## src/rtl/fence_pkg.sv

```systemverilog
// Shared geometry and descriptor type for the fence detiler.
// Assumes 32-bit addresses and 4 KB pages; tile sizes are fixed at 4 KB.
package fence_pkg;
    localparam int WORD_W     = 32;
    localparam int PAGE_SHIFT = 12;
    localparam int PAGE_W     = WORD_W - PAGE_SHIFT;
    localparam int PITCH_W    = PAGE_SHIFT - 2;
    localparam int PITCH_LSB  = 2;
    localparam int YSEL_BIT   = 1;
    localparam int EN_BIT     = 0;
    localparam int UNIT_LOG2  = 7;   // stride granule of 128 bytes
    localparam int XW_LOG2    = 9;   // X tile width 512 bytes
    localparam int XR_LOG2    = 3;   // X tile height 8 rows
    localparam int YW_LOG2    = 7;   // Y tile width 128 bytes
    localparam int YR_LOG2    = 5;   // Y tile height 32 rows
    localparam int YC_LOG2    = 4;   // Y column width 16 bytes

    typedef struct packed {
        logic [PAGE_W-1:0]  first_pg;
        logic [PAGE_W-1:0]  last_pg;
        logic [PITCH_W-1:0] pitch;
        logic               ymode;
        logic               en;
    } fence_t;
endpackage

```

## src/rtl/fence_regfile.sv

```systemverilog
// Fence descriptor storage with a 32-bit half-word write port.
// The low word carries start page, pitch, Y select and enable; the high
// word carries only the last page, so it can never enable a fence.
module fence_regfile
    import fence_pkg::*;
#(
    parameter int NUM_FENCES = 4,
    parameter int IDX_W      = $clog2(NUM_FENCES)
) (
    input  logic                         clk,
    input  logic                         rst_n,
    input  logic                         wr_en,
    input  logic [IDX_W-1:0]             wr_idx,
    input  logic                         wr_hi,
    input  logic [WORD_W-1:0]            wr_data,
    output fence_t [NUM_FENCES-1:0]      fences
);
    logic [NUM_FENCES-1:0] en_vec;

    for (genvar g = 0; g < NUM_FENCES; g++) begin : g_fence
        // Update one descriptor on a write addressed to it.
        always_ff @(posedge clk) begin
            if (!rst_n) begin
                fences[g] <= '0;
            end else if (wr_en && wr_idx == IDX_W'(g)) begin
                if (wr_hi) begin
                    fences[g].last_pg <= wr_data[WORD_W-1:PAGE_SHIFT];
                end else begin
                    fences[g].first_pg <= wr_data[WORD_W-1:PAGE_SHIFT];
                    fences[g].pitch    <= wr_data[PITCH_LSB+PITCH_W-1:PITCH_LSB];
                    fences[g].ymode    <= wr_data[YSEL_BIT];
                    fences[g].en       <= wr_data[EN_BIT];
                end
            end
        end
        assign en_vec[g] = fences[g].en;
    end

    // a high-word write leaves every enable bit untouched.
    p_hi_keeps_enable_r9: assert property (@(posedge clk) disable iff (!rst_n)
        (wr_en && wr_hi) |=> $stable(en_vec));

    // a low-word write takes its enable from bit 0.
    p_lo_sets_enable_r2: assert property (@(posedge clk) disable iff (!rst_n)
        (wr_en && !wr_hi) |=> (en_vec[$past(wr_idx)] == $past(wr_data[EN_BIT])));
endmodule

```

## src/rtl/fence_match.sv

```systemverilog
// Range compare of a request page against every fence, with a fixed
// lowest-index-wins priority. Purely combinational; clk/rst_n serve checks.
module fence_match
    import fence_pkg::*;
#(
    parameter int NUM_FENCES = 4,
    parameter int IDX_W      = $clog2(NUM_FENCES)
) (
    input  logic                             clk,
    input  logic                             rst_n,
    input  logic [PAGE_W-1:0]                page,
    input  logic [NUM_FENCES-1:0][PAGE_W-1:0] first_pg,
    input  logic [NUM_FENCES-1:0][PAGE_W-1:0] last_pg,
    input  logic [NUM_FENCES-1:0]            en,
    output logic                             hit,
    output logic [IDX_W-1:0]                 idx
);
    logic [NUM_FENCES-1:0] covers;

    for (genvar g = 0; g < NUM_FENCES; g++) begin : g_cmp
        assign covers[g] = en[g] && (page >= first_pg[g]) && (page <= last_pg[g]);
    end

    // Pick the lowest covering index by scanning from the top down.
    always_comb begin
        hit = 1'b0;
        idx = '0;
        for (int i = NUM_FENCES - 1; i >= 0; i--) begin
            if (covers[i]) begin
                hit = 1'b1;
                idx = IDX_W'(i);
            end
        end
    end

    // a reported hit lies inside the chosen fence's page range.
    p_hit_in_range_r3: assert property (@(posedge clk) disable iff (!rst_n)
        hit |-> (page >= first_pg[idx] && page <= last_pg[idx]));
endmodule

```

## src/rtl/tile_xlate.sv

```systemverilog
// Rewrites a linear byte address inside a fence into its tiled location.
// Assumes the address is at or above the fence start; stride is
// (pitch + 1) * 128 bytes, so the divisor is never zero.
module tile_xlate
    import fence_pkg::*;
(
    input  logic [WORD_W-1:0]  addr,
    input  logic [PAGE_W-1:0]  first_pg,
    input  logic [PITCH_W-1:0] pitch,
    input  logic               ymode,
    output logic [WORD_W-1:0]  tiled
);
    logic [WORD_W-1:0] base, ofs, units, width_u, row, col, stride;
    logic [WORD_W-1:0] x_off, y_off;

    // Split the offset into row and column of the linear surface.
    always_comb begin
        base    = {first_pg, {PAGE_SHIFT{1'b0}}};
        ofs     = addr - base;
        units   = ofs >> UNIT_LOG2;
        width_u = {{(WORD_W-PITCH_W){1'b0}}, pitch} + 32'd1;
        stride  = width_u << UNIT_LOG2;
        row     = units / width_u;
        col     = ((units % width_u) << UNIT_LOG2)
                | (ofs & ((32'd1 << UNIT_LOG2) - 32'd1));
    end

    // X layout: 512-byte rows, 8 rows per tile.
    always_comb begin
        x_off = (((row >> XR_LOG2) * stride) << XR_LOG2)
              + ((col >> XW_LOG2) << PAGE_SHIFT)
              + ((row & ((32'd1 << XR_LOG2) - 32'd1)) << XW_LOG2)
              + (col & ((32'd1 << XW_LOG2) - 32'd1));
    end

    // Y layout: 16-byte columns of 32 rows, 8 columns per tile.
    always_comb begin
        y_off = (((row >> YR_LOG2) * stride) << YR_LOG2)
              + ((col >> YW_LOG2) << PAGE_SHIFT)
              + (((col & ((32'd1 << YW_LOG2) - 32'd1)) >> YC_LOG2) << (YC_LOG2 + YR_LOG2))
              + ((row & ((32'd1 << YR_LOG2) - 32'd1)) << YC_LOG2)
              + (col & ((32'd1 << YC_LOG2) - 32'd1));
    end

    assign tiled = base + (ymode ? y_off : x_off);
endmodule

```

## src/rtl/fence_detiler.sv

```systemverilog
// Top of the fence detiler: descriptor storage, priority range match,
// tiled address rewrite and a single result register (one-cycle latency
// for hits and misses). Synchronous active-low reset.
module fence_detiler
    import fence_pkg::*;
#(
    parameter int NUM_FENCES = 4,
    localparam int IDX_W     = $clog2(NUM_FENCES)
) (
    input  logic              clk,
    input  logic              rst_n,
    input  logic              cfg_wr_en,
    input  logic [IDX_W-1:0]  cfg_wr_idx,
    input  logic              cfg_wr_hi,
    input  logic [31:0]       cfg_wr_data,
    input  logic              req_valid,
    input  logic [31:0]       req_addr,
    output logic              rsp_valid,
    output logic [31:0]       rsp_addr,
    output logic              rsp_hit,
    output logic [IDX_W-1:0]  rsp_fence
);
    fence_t [NUM_FENCES-1:0]            fences;
    logic [NUM_FENCES-1:0][PAGE_W-1:0]  first_v, last_v;
    logic [NUM_FENCES-1:0]              en_v;
    logic                               m_hit;
    logic [IDX_W-1:0]                   m_idx;
    fence_t                             sel;
    logic [WORD_W-1:0]                  tiled;

    fence_regfile #(.NUM_FENCES(NUM_FENCES), .IDX_W(IDX_W)) u_regs (
        .clk(clk), .rst_n(rst_n), .wr_en(cfg_wr_en), .wr_idx(cfg_wr_idx),
        .wr_hi(cfg_wr_hi), .wr_data(cfg_wr_data), .fences(fences)
    );

    for (genvar g = 0; g < NUM_FENCES; g++) begin : g_split
        assign first_v[g] = fences[g].first_pg;
        assign last_v[g]  = fences[g].last_pg;
        assign en_v[g]    = fences[g].en;
    end

    fence_match #(.NUM_FENCES(NUM_FENCES), .IDX_W(IDX_W)) u_match (
        .clk(clk), .rst_n(rst_n), .page(req_addr[WORD_W-1:PAGE_SHIFT]),
        .first_pg(first_v), .last_pg(last_v), .en(en_v),
        .hit(m_hit), .idx(m_idx)
    );

    assign sel = fences[m_idx];

    tile_xlate u_xlate (
        .addr(req_addr), .first_pg(sel.first_pg), .pitch(sel.pitch),
        .ymode(sel.ymode), .tiled(tiled)
    );

    // Register the translated or passed-through result.
    always_ff @(posedge clk) begin
        if (!rst_n) begin
            rsp_valid <= 1'b0;
            rsp_addr  <= '0;
            rsp_hit   <= 1'b0;
            rsp_fence <= '0;
        end else begin
            rsp_valid <= req_valid;
            if (req_valid) begin
                rsp_addr  <= m_hit ? tiled : req_addr;
                rsp_hit   <= m_hit;
                rsp_fence <= m_hit ? m_idx : '0;
            end
        end
    end

    // a request yields a result exactly one cycle later.
    p_rsp_after_req_r5: assert property (@(posedge clk) disable iff (!rst_n)
        req_valid |=> rsp_valid);
    p_no_rsp_idle_r5: assert property (@(posedge clk) disable iff (!rst_n)
        !req_valid |=> !rsp_valid);

    // a miss returns the request address untouched.
    p_miss_passthru_r4: assert property (@(posedge clk) disable iff (!rst_n)
        (rsp_valid && !rsp_hit) |-> (rsp_addr == $past(req_addr) && rsp_fence == '0));

    // the matcher only selects an enabled descriptor.
    p_hit_enabled_r9: assert property (@(posedge clk) disable iff (!rst_n)
        m_hit |-> sel.en);
endmodule

```

## config.mk

```make
export PLATFORM = sky130hd
export DESIGN_NAME = fence_detiler
export DESIGN_NICKNAME = d
export VERILOG_FILES = /design/src/rtl/fence_pkg.sv /design/src/rtl/fence_regfile.sv /design/src/rtl/fence_match.sv /design/src/rtl/tile_xlate.sv /design/src/rtl/fence_detiler.sv
export SDC_FILE = /design/constraint.sdc
export NUM_CORES = 2
export LEC_CHECK = 0
export ABC_AREA = 1
export BUFFER_PORTS_ARGS = -buffer_cell sky130_fd_sc_hd__clkbuf_2
export CAP_MARGIN = 40
export CORE_UTILIZATION = 60
export CTS_CLUSTER_SIZE = 12
export DETAILED_ROUTE_END_ITERATION = 10
export PLACE_DENSITY = 0.77
export SLEW_MARGIN = 20
export SYNTH_ARGS = -nofsm -noshare
export SYNTH_HDL_FRONTEND = slang
export SYNTH_SLANG_ARGS = --single-unit
```

## constraint.sdc

```tcl
create_clock -name clk -period 140.2 [get_ports clk]
set_input_delay 28.04 -clock clk [delete_from_list [all_inputs] [get_ports clk]]
set_output_delay 28.04 -clock clk [all_outputs]
set_load 0.02 [all_outputs]
```

# Word-level counts from Yosys, hierarchy flattened
# Cells that the tools add are included.
# word_totals
reg_bits,244
latch_bits,0
mem_count,0
input_bits,71
ram_bits,0
out_inout_bits,36
rom_bits,0
# classes
bitwise,2
div_mod_pow,2
addsub,10
shift,0
muxes,13
n_reduce_logical,21
multipliers,2
order_cmp,9
eq_ne,3
# op_table
op,count
$bmux W52 S2,1
$add A32 B32 Y32,3
$ge A20 B20 Y1,4
$le A20 B20 Y1,4
$add A32 B12 Y32,2
$add A32 B9 Y32,2
$mux W32,2
$mux W52,1
$add A32 B4 Y32,1
$div A25 B32 Y32,1
$mod A25 B32 Y32,1
$sub A32 B32 Y32,1
$mul A29 B25 Y22,1
$or A29 B7 Y29,1
$mul A27 B25 Y20,1
$reduce_and A2 Y1,8
$logic_and A1 B1 Y1,12
$add A10 B1 Y11 const B,1
$mux W2,5
$eq A2 B2 Y1 const B,2
$mux W1,4
$lt A2 B3 Y1 const B,1
$eq A2 B1 Y1 const B,1
$logic_not A2 Y1,1
$not A1 Y1,1

# Depth between registers and ports, before layout
# logic_depth
word_depth,19
depth_mapped,620

# Hierarchy
# From an unflattened synthesis, not the netlist that was laid out.
# unflattened
hier_cells,8440
area_unflattened_um2,50453.4
# modules_own_cells
module,seq_area_each_um2,instances,cells_per_inst,area_each_um2
tile_xlate,0.0,1,5779,34354.2
fence_regfile,4164.0,1,1282,8455.6
fence_match,0.0,1,725,4381.7
fence_detiler,720.7,1,654,3261.9

# Worst setup path before layout
# Ideal clock, no wire load.
# synth_timing
path_kind,input to register
from,input port req_addr[31]
to,register rsp_addr[31]
path_buffers,51
slack_ps,30878
required_ps,140083
setup_ps,117
arrival_time_ps,109205
cell_stages,595
path_cell_list,ha_1 -> nand2_1 -> nor2_1 -> nand2_1 -> nor2_1 -> nand3_1 -> nor2_1 -> nor2_1 -> nor2_1 -> inv_1 -> nand2_2 -> inv_2 -> nor2_8 -> buf_8 -> nand2_2 -> nand2_8 -> ha_1 -> nand3_2 -> (+559 left out) -> inv_1 -> or2_2 -> a21oi_1 -> xor2_1 -> nand2_1 -> o21ai_0 -> inv_1 -> ha_1 -> nand2_1 -> nor2_1 -> a211oi_1 -> o21ai_0 -> xnor2_1 -> inv_1 -> nand3_1 -> nand3_1 -> nand2_1 -> a21oi_2
# synth_between
elab_chain_len,19
word_cells_on_any_way,43
# synth_lines
element,line,text
"start, declared",fence_detiler.sv:17,"input logic [31:0] req_addr,"
$ge A20 B20 Y1,fence_match.sv:21,assign covers[g] = en[g] && (page >= first_pg[g]) && (page <= last_pg[g]);
$logic_and A1 B1 Y1 (2 in series),fence_match.sv:21,
$mux W2 (4 in series),fence_match.sv:29,if (covers[i]) begin
$bmux W52 S2,fence_detiler.sv:48,assign sel = fences[m_idx];
$mux W52 (implied by the code),fence_detiler.sv:48,
$sub A32 B32 Y32 / $add A10 B1 Y11 (equally long branches),"tile_xlate.sv:19, tile_xlate.sv:21",
$div A25 B32 Y32 / $mod A25 B32 Y32 (equally long branches),"tile_xlate.sv:23, tile_xlate.sv:24",
$mul A27 B25 Y20 / $or A29 B7 Y29 (equally long branches),"tile_xlate.sv:38, tile_xlate.sv:25",
$add A32 B32 Y32,tile_xlate.sv:39,+ ((col >> YW_LOG2) << PAGE_SHIFT)
$add A32 B12 Y32,tile_xlate.sv:40,+ (((col & ((32'd1 << YW_LOG2) - 32'd1)) >> YC_LOG2) << (YC_LOG2 + YR_LOG2))
$add A32 B9 Y32,tile_xlate.sv:41,+ ((row & ((32'd1 << YR_LOG2) - 32'd1)) << YC_LOG2)
$add A32 B4 Y32,tile_xlate.sv:42,+ (col & ((32'd1 << YC_LOG2) - 32'd1));
$mux W32,tile_xlate.sv:45,assign tiled = base + (ymode ? y_off : x_off);
$add A32 B32 Y32,tile_xlate.sv:45,
$mux W32 (*),fence_detiler.sv:65,rsp_addr <= m_hit ? tiled : req_addr;
"end signal, assigned",fence_detiler.sv:65,
"end, declared",fence_detiler.sv:19,"output logic [31:0] rsp_addr,"
# Every way passes the cells marked *; elsewhere a longest branch is shown, timed or not. The select of a mux whose other input is x is not followed.
# A chain may end at the register's enable or synchronous reset.

# Worst setup path in the final report
# Same ends and word-level chain as after synthesis.

==> flow_summary.yaml <==
worst_setup_path:
  crit_path_max_incr_delay_ns: 0.56
  cp-endpoint: "rsp_addr[31]$_SDFFE_PN0P_"
  worstReg2RegStart: "u_regs.fences[83]$_SDFFE_PN0P_"
  worst-path-max-fanout: 40
  reg2reg_slack_ns: 47.07
  cp-start-kind: "primary input"
  r2r_cells: 556
  arrival_ns: 121.03
  critPathKind: "primary input to register"
  cp-startpoint: "req_addr[31]"
  worstPathRequired_ns: 140.63
  critPathCaptureType: "register"
  crit_top_cell: "nand2_1"
  worstReg2RegEnd: "rsp_addr[31]$_SDFFE_PN0P_"
  cpMaxStageDelayCell: "nand2_4"
floorplan:
  core_sq_um: 83800
  fp.dieH_um: 293
  io_pins: 107
  dieArea_sq_um: 86100
  rows: 106
  start_util_pct: 60.8
  die_w_um: 293
drt:
  ant_nets: 0
  vias: 49400
  drc: 0
  firstDrtPassIters: 6
  drt_wl_total_um: 155000
  routedWlPerCell_um: 17.8
  vias_per_cell: 5.68
  drt_iter0_drc: 3777
global_routing:
  grt_pass1_vias: 46400
  grt_start_max_net_pins: 93
  met1_usage_pct: 45.2
  met3_usage_pct: 4.40
  overflow: 0
  grt.busiest_layer: "met2"
  antenna_found_initial: 3
  grt_usage_pct: 35.4
  grt_pass1_wl_um: 246000
  global_route.usage.met2_pct: 59.7
synthesis:
  ys_ff_latch: 244
  yosys_most_used_dff: "dfxtp_1"
  netlist_instances: 7566
  synth_area_sq_um: 51000
  ys.warnings.count: 0
  postSynthAreaPerCell_sq_um: 6.74
  postSynth.asyncResetShare_pct: 0
  seq_area_frac_synth_pct: 9.58
  synth_cell_types: 91
  synth_edf_count: 0
clock_tree:
  htreeDepth: 1
  cts_tree: "yes"
  post_cts_resized: 0
  clk_pin_slew_ns: 0.06
  cts_root_buf: "clkbuf_16"
  ctsHoldBuffers: 0
  post_cts_buffers: 0
  cts_buffers: 26
  clock_latency_ns: 0.58
  cts_buffer_depth: 3
  cts.sinks: 244
final_layout:
  areaGrowthSynthToFinish_pct: 3.08
  diodes: 0
  nets: 8382
  drive_gt1_share_pct: 13.6
  fill_cells: 8060
placement:
  hpwl_um: 124000
  routabilityCongestion: 1.01
  portBuffers: 106
flow_run:
  cap_violations: 0
timing:
  drv_slew: 0
  fin_skew_ns: 0.0237
  layout_min_cycle_time_ns: 120.60
  fmax_mhz: 8.29
  period_share_pct: 86.0
  setup_viol: 0
  slew_headroom_pct: 37.3
  hold_viol_final: 0
  final.setup.tns_ns: 0
  grt_setup_unrepaired: "no"
  tightestPinTransition_ns: 0.937
run_status:
  outcome: "finished, final reports clean"
hold_path:
  hold_class: "register to register"
[cells by family after synthesis]
| kind of cell | Yosys count | share of synthesized area, % |
|---|---|---|
| buffers and inverters | 1503 | 13.3 |
| multiplexers | 6 | 0.118 |
| adder cells (fa/ha/maj) | 766 | 21.2 |
| AND/OR/NAND/NOR | 3168 | 32.7 |
| AO/OA/AOI/OAI | 1511 | 16.7 |
| other | 1 | 0.00736 |
| flip-flops | 244 | 9.58 |
| XOR/XNOR | 367 | 6.32 |
[layer usage]
metal  share of wire, %  up-vias  wire length (um)
met1                 42    22700             65200
li1                   -    24600                 -
met2                 46     1689             70600
met4                5.0        4              7770
met3                7.4      386             11400
met5              0.016        -                25
[synthesized netlist by cell type, types with 56 or more instances]
library cell | number | area [sq um]
nand2_2 | 192 | 1200
nor2_2 | 76 | 475
o21bai_1 | 56 | 420
nand2_4 | 89 | 1000
a21oi_1 | 625 | 3130
xor2_1 | 243 | 2130
o21ai_0 | 525 | 2630
nand4_1 | 132 | 826
nor2_4 | 59 | 664
nand3_2 | 117 | 1170
clkbuf_1 | 110 | 413
xnor2_1 | 123 | 1080
ha_1 | 604 | 7560
fa_1 | 162 | 3240
dfxtp_1 | 244 | 4880
nand3_1 | 316 | 1580
nor2_1 | 501 | 1880
nand2_1 | 1451 | 5450
inv_1 | 1143 | 4290
inv_2 | 67 | 251
[how the worst min path moves through the flow]
stage,start,to,cells after the start
detailed placement,u_regs.fences[55]$_SDFFE_PN0P_,u_regs.fences[55]$_SDFFE_PN0P_,2
floorplan,u_regs.fences[2]$_SDFFE_PN0P_,u_regs.fences[2]$_SDFFE_PN0P_,2
CTS,u_regs.fences[55]$_SDFFE_PN0P_,u_regs.fences[55]$_SDFFE_PN0P_,2
global route,u_regs.fences[27]$_SDFFE_PN0P_,u_regs.fences[27]$_SDFFE_PN0P_,2
global placement,u_regs.fences[2]$_SDFFE_PN0P_,u_regs.fences[2]$_SDFFE_PN0P_,2
finish,u_regs.fences[181]$_SDFFE_PN0P_,u_regs.fences[181]$_SDFFE_PN0P_,2
[final cells by class]
class / count / area, sq um / share of cell area [%]
multi-input combinational: 5824 / 39300 / 74.8
clock inverter: 5 / 78.8 / 0.150
clock buffer: 38 / 736 / 1.40
sequential: 244 / 4880 / 9.30
timing repair buffer: 147 / 901 / 1.71
tap: 1134 / 1420 / 2.70
inverter: 1302 / 5200 / 9.90
[layout by cell type, fill, tap and decap left out, types with 194 or more instances in the layout]
cell type,n
o21ai_0,525
nor2_1,501
a21oi_1,625
inv_1,1142
nand2_2,194
ha_1,604
dfxtp_1,244
nand2_1,1449
xor2_1,243
nand3_1,314
[through the flow]
stage	hold slack, ns	area (sq um)	instances	setup WS, ns	util, %
CTS	0.457	52500	8692	20.34	62.7
global route	0.474	52500	8694	9.57	62.7
finish	0.459	52500	8694	19.60	62.7
floorplan	0.424	51000	7571	30.88	-
detailed placement	0.449	51700	8649	19.98	61.7
global placement	0.441	51600	8643	23.34	61.6
[registers in the layout (all words and copies together) (netlist names)]
register       flops
rsp_addr          32
rsp_valid          1
rsp_fence          2
u_regs.fences    208
rsp_hit            1
[worst max-delay path: cells and delay by family]
family / cells / cell delay [ns]
compound gates: 198 / 37.01
xor+xnor: 1 / 0.20
buf+inv: 88 / 11.10
simple gates: 234 / 33.08
fa+ha+maj: 35 / 11.12
Power is not shown: default switching activity piles up to over one toggle a cycle in this logic, so the estimate is an artifact.
